<file path="src/rtl/bod_pkg.sv">
package bod_pkg;

   localparam int unsigned BOD_NFLAGS = 3;

   localparam int unsigned BOD_IDX_WARN  = 0;
   localparam int unsigned BOD_IDX_CRIT  = 1;
   localparam int unsigned BOD_IDX_FLOOR = 2;

   typedef struct packed {
      logic floor;
      logic crit;
      logic warn;
   } bod_flags_t;

   function automatic bod_flags_t bod_pack(input logic w, input logic c, input logic f);
      bod_flags_t r;
      r.warn  = w;
      r.crit  = c;
      r.floor = f;
      return r;
   endfunction

endpackage

</file>
<file path="src/rtl/bod_sync.sv">
module bod_sync #(
   parameter int unsigned WIDTH   = 3,
   parameter int unsigned STAGES  = 2,
   parameter logic        RST_VAL = 1'b1
) (
   input  logic             clk,
   input  logic             rst_n,
   input  logic [WIDTH-1:0] d_async,
   output logic [WIDTH-1:0] q_sync
);

   localparam int unsigned LAST = STAGES - 1;

   if (STAGES < 2) begin : g_bad_stages
      $error("bod_sync: STAGES must be at least 2");
   end
   if (WIDTH < 1) begin : g_bad_width
      $error("bod_sync: WIDTH must be at least 1");
   end

   logic [WIDTH-1:0] chain [STAGES];

   for (genvar s = 0; s < STAGES; s++) begin : g_stage
      if (s == 0) begin : g_first
         always_ff @(posedge clk or negedge rst_n) begin
            if (!rst_n) chain[s] <= {WIDTH{RST_VAL}};
            else        chain[s] <= d_async;
         end
      end else begin : g_next
         always_ff @(posedge clk or negedge rst_n) begin
            if (!rst_n) chain[s] <= {WIDTH{RST_VAL}};
            else        chain[s] <= chain[s-1];
         end
      end
   end

   assign q_sync = chain[LAST];

endmodule

</file>
<file path="src/rtl/bod_irq_ctrl.sv">
module bod_irq_ctrl #(
   parameter bit IRQ_REG = 1'b0
) (
   input  logic clk,
   input  logic rst_n,
   input  logic warn_sync,
   input  logic en_we,
   input  logic en_wd,
   output logic en_q,
   output logic status,
   output logic irq
);

   logic en_r;
   logic irq_next;

   always_ff @(posedge clk or negedge rst_n) begin
      if (!rst_n)     en_r <= 1'b0;
      else if (en_we) en_r <= en_wd;
   end

   always_comb irq_next = warn_sync & en_r;

   if (IRQ_REG) begin : g_irq_flop
      logic irq_r;
      always_ff @(posedge clk or negedge rst_n) begin
         if (!rst_n) irq_r <= 1'b0;
         else        irq_r <= irq_next;
      end
      assign irq = irq_r;
   end else begin : g_irq_comb
      assign irq = irq_next;
   end

   assign en_q   = en_r;
   assign status = warn_sync;

endmodule

</file>
<file path="src/rtl/bod_reset_ctrl.sv">
module bod_reset_ctrl (
   input  logic crit_sync,
   input  logic floor_sync,
   output logic req,
   output logic bod_owner,
   output logic por_owner
);

   always_comb begin
      por_owner = floor_sync;
      bod_owner = crit_sync & ~floor_sync;
      req       = crit_sync | floor_sync;
   end

endmodule

</file>
<file path="src/rtl/bod_response.sv">
module bod_response #(
   parameter int unsigned SYNC_STAGES = 2,
   parameter bit          IRQ_REG     = 1'b0
) (
   input  logic clk,
   input  logic rst_n,
   input  logic warn_cmp_i,
   input  logic crit_cmp_i,
   input  logic floor_cmp_i,
   input  logic irq_en_we,
   input  logic irq_en_wd,
   output logic irq_en_q,
   output logic warn_status_o,
   output logic warn_irq_o,
   output logic bor_req_o,
   output logic bod_owner_o,
   output logic por_owner_o
);
   import bod_pkg::*;

   if (SYNC_STAGES < 2) begin : g_chk_sync
      $error("bod_response: SYNC_STAGES must be at least 2");
   end

   bod_flags_t raw_flags;
   bod_flags_t sync_flags;

   assign raw_flags = bod_pack(warn_cmp_i, crit_cmp_i, floor_cmp_i);

   bod_sync #(
      .WIDTH  (BOD_NFLAGS),
      .STAGES (SYNC_STAGES),
      .RST_VAL(1'b1)
   ) u_sync (
      .clk    (clk),
      .rst_n  (rst_n),
      .d_async(raw_flags),
      .q_sync (sync_flags)
   );

   bod_irq_ctrl #(
      .IRQ_REG(IRQ_REG)
   ) u_irq (
      .clk      (clk),
      .rst_n    (rst_n),
      .warn_sync(sync_flags.warn),
      .en_we    (irq_en_we),
      .en_wd    (irq_en_wd),
      .en_q     (irq_en_q),
      .status   (warn_status_o),
      .irq      (warn_irq_o)
   );

   bod_reset_ctrl u_rst (
      .crit_sync (sync_flags.crit),
      .floor_sync(sync_flags.floor),
      .req       (bor_req_o),
      .bod_owner (bod_owner_o),
      .por_owner (por_owner_o)
   );

endmodule

</file>
<file path="config.mk">
export PLATFORM = sky130hd
export DESIGN_NAME = bod_response
export DESIGN_NICKNAME = d
export VERILOG_FILES = /design/src/rtl/bod_pkg.sv /design/src/rtl/bod_sync.sv /design/src/rtl/bod_irq_ctrl.sv /design/src/rtl/bod_reset_ctrl.sv /design/src/rtl/bod_response.sv
export SDC_FILE = /design/constraint.sdc
export NUM_CORES = 1
export LEC_CHECK = 0
export ABC_CLOCK_PERIOD_IN_PS = 2800
export BUFFER_PORTS_ARGS = -buffer_cell sky130_fd_sc_hd__buf_2
export CAP_MARGIN = 5
export CELL_PAD_IN_SITES_DETAIL_PLACEMENT = 1
export CELL_PAD_IN_SITES_GLOBAL_PLACEMENT = 1
export CORE_AREA = 2 2 39 41
export DETAILED_ROUTE_END_ITERATION = 10
export DIE_AREA = 0 0 41 43
export PLACE_DENSITY_LB_ADDON = 0.1
export SLEW_MARGIN = 20
export SYNTH_ARGS = -nofsm -noshare
export SYNTH_HDL_FRONTEND = slang
export SYNTH_SLANG_ARGS = --single-unit
</file>
<file path="constraint.sdc">
create_clock -name clk -period 2.8 [get_ports clk]
set_clock_uncertainty 0.2 [all_clocks]
set_input_delay 0.56 -clock clk [delete_from_list [all_inputs] [get_ports clk]]
set_output_delay 0.56 -clock clk [all_outputs]
set_load 0.05 [all_outputs]
</file>
==> flow_metrics.env <==
export IMPL_status="complete, no violations"
export IMPL_drive_above_1_share_pct=82.1
export IMPL_setup_repair_after_global_routing_missed_its_margin="false"
export IMPL_synthesis_yosys_warnings=0
export IMPL_timing_max_slew_rel_slack_pct=83.3
export IMPL_core_area_um2=1380
export IMPL_ctsHoldBuffers=1
export IMPL_antenna_found_initial=0
export IMPL_max_slew_worst_pin_slew_ns=0.252
export IMPL_clock_tree_buffer_depth=2
export IMPL_grt_max_degree=8
export IMPL_clock_tree_from_tritoncts="built"
export IMPL_route_detailed_drc=0
export IMPL_gp_weighted_congestion=0.535
export IMPL_critPathMaxFanout=2
export IMPL_power_density_nw_per_um2=715
export IMPL_viasPerCell=3.25
export IMPL_vdd_ir_drop_max_uv=167
export IMPL_ant_nets=0
export IMPL_die_x_um=41
export IMPL_start_kind="flop"
export IMPL_maxCapViolations=0
export IMPL_hold_ws_ns=0.154
export IMPL_synth_largest_area_cell="dfstp_2"
export IMPL_fillCellCount=162
export IMPL_finalCoreUtilization_pct=24.1
export IMPL_numPortBuffers=12
export IMPL_worst_endpoint_required_ns=2.04
export IMPL_clkTransAtPathRegs_ns=0.05
export IMPL_yosys_mux_area_fraction_pct=6.94
export IMPL_final_net_count=36
export IMPL_cts_inserted_buffers=3
export IMPL_grt_total_usage_pct=5.68
export IMPL_cts_root_buffer_cell="clkbuf_4"
export IMPL_fmaxAchievable_ghz=0.525
export IMPL_clock_latency_ns=0.24
export IMPL_cts_resized_gates=0
export IMPL_sequential_to_total_area_share_from_yosys_stat_pct=84.4
export IMPL_yosys_area_share_adder_pct=0
export IMPL_most_common_layout_cells="buf_2, dfstp_2, clkbuf_4"
export IMPL_die_h_um=43
export IMPL_area_growth_pct=53.8
export IMPL_postSynthAreaPerCell_um2=19.7
export IMPL_design_portCount=13
export IMPL_overflow=0
export IMPL_synth_fp_nets=18
export IMPL_synthSimpleGateAreaFrac_pct=8.67
export IMPL_power_static_leakage_nw=0.157
export IMPL_die_outline_area_um2=1760
export IMPL_setup_worst_path_class="reg -> out"
export IMPL_final_min_period_over_clock_period_pct=68.0
export IMPL_synth_xor_area_share_pct=0
export IMPL_report_final_slew_viol_count=0
export IMPL_largest_family_of_logic_cells_by_synthesized_area="simple AND/OR/NAND/NOR gates"
export IMPL_finish_cell_count_without_fillers=44
export IMPL_fin_tns_setup_ns=0
export IMPL_wl_per_cell_um=7.82
export IMPL_cts_max_level=1
export IMPL_hold_violations=0
export IMPL_setup_viol_count_final=0
export IMPL_yosys_cell_types_count=6
export IMPL_first_global_vias=164
export IMPL_first_pass_grt_wire_length_um=593
export IMPL_synth_top_area_share_pct=72.8
export IMPL_synth_area_um2=216
export IMPL_syn_instance_count=11
export IMPL_initialDrtViolationCount=3
export IMPL_drt_pass1_iter_count=2
export IMPL_route_final_wire_length_um=344
export IMPL_layout_cells_most_common="buf_2"
export IMPL_cts_setup_buffers=0
export IMPL_ys_seq_elements=7
export IMPL_finalCriticalPeriod_ns=1.90
export IMPL_core_rowCount=14
export IMPL_total_via_count_after_detailed_routing=143
export IMPL_initial_core_util_pct=15.6
export IMPL_timing_critical_path_to_type="primary output"
export IMPL_synthTopCellsByArea="dfstp_2, dfrtp_1, mux2_4"
export IMPL_cp_data_arrival_time_ns=1.14
export IMPL_clock_sinks=7
export IMPL_post_place_cells=39
export IMPL_worst_hold_check_path_type="reg -> reg"
export IMPL_insertedDiodeCount=0
export IMPL_synth_compound_gate_area_share_pct=0
==> layer usage <==
metal / vias up / GRT usage (%) / part of all wire, %
li1: 69 / - / -
met2: 7 / 7.50 / 52
met5: - / 0 / 0
met1: 67 / 4.65 / 38
met4: 0 / 8.00 / 0
met3: 0 / 3.14 / 10
==> cell type report <==
cell class / instances / area (µm²) / area share (%)
repair buffers: 13 / 70.1 / 21.1
clock buffers: 4 / 26.3 / 7.89
flip-flops and latches: 7 / 183 / 54.9
multi-input cells: 4 / 33.8 / 10.2
well taps: 16 / 20.0 / 6.02
==> flip-flops by register name (all words and copies together), names as in the netlist <==
register and count:
u_sync.q_sync 3, u_irq.en_q 1, u_sync.chain 3
==> path summary, 6_finish.rpt <==
check	startpoint	endpoint	slack (ns)	cells past startpoint
min in group asynchronous	rst_n	u_irq.en_q	0.47	2
min reg2reg	u_sync.chain[5]	u_sync.q_sync[2]	0.15	0
min	u_sync.chain[5]	u_sync.q_sync[2]	0.15	0
max in group asynchronous	rst_n	u_sync.q_sync[2]	1.71	2
max	u_sync.q_sync[1]	bod_owner_o	0.90	2
max reg2reg	u_irq.en_q	u_irq.en_q	1.84	1
==> per-stage QoR <==
step | power, mW | instance area (µm²) | setup WS (ns)
2_1_floorplan | 0.139 | 216 | 0.826
3_3_place_gp | 0.150 | 297 | 1.17
3_5_place_dp | 0.151 | 297 | 1.15
4_1_cts | 0.244 | 333 | 0.876
5_1_grt | 0.253 | 333 | 0.817
6_report | 0.238 | 333 | 0.896
==> worst max-delay path, stage by stage (launching register included) <==
cell	delay (ns)
dfstp_2	0.52
nor2b_1	0.12
buf_2	0.27
==> Yosys cell counts <==
cell,instances
dfstp_2,6
nor2b_1,1
mux2_4,1
dfrtp_1,1
and2_1,1
or2_2,1
==> logic make-up after synthesis <==
| family | Yosys count |
|---|---|
| flip-flops | 7 |
| AND/OR/NAND/NOR | 3 |
| multiplexers | 1 |
==> power breakdown <==
group	internal [mW]	switching [mW]
combinational	0.0110	0.0257
clock	0.0542	0.0340
sequential	0.111	0.00239
total	0.176	0.0622
(Power assumes the default switching activity.)
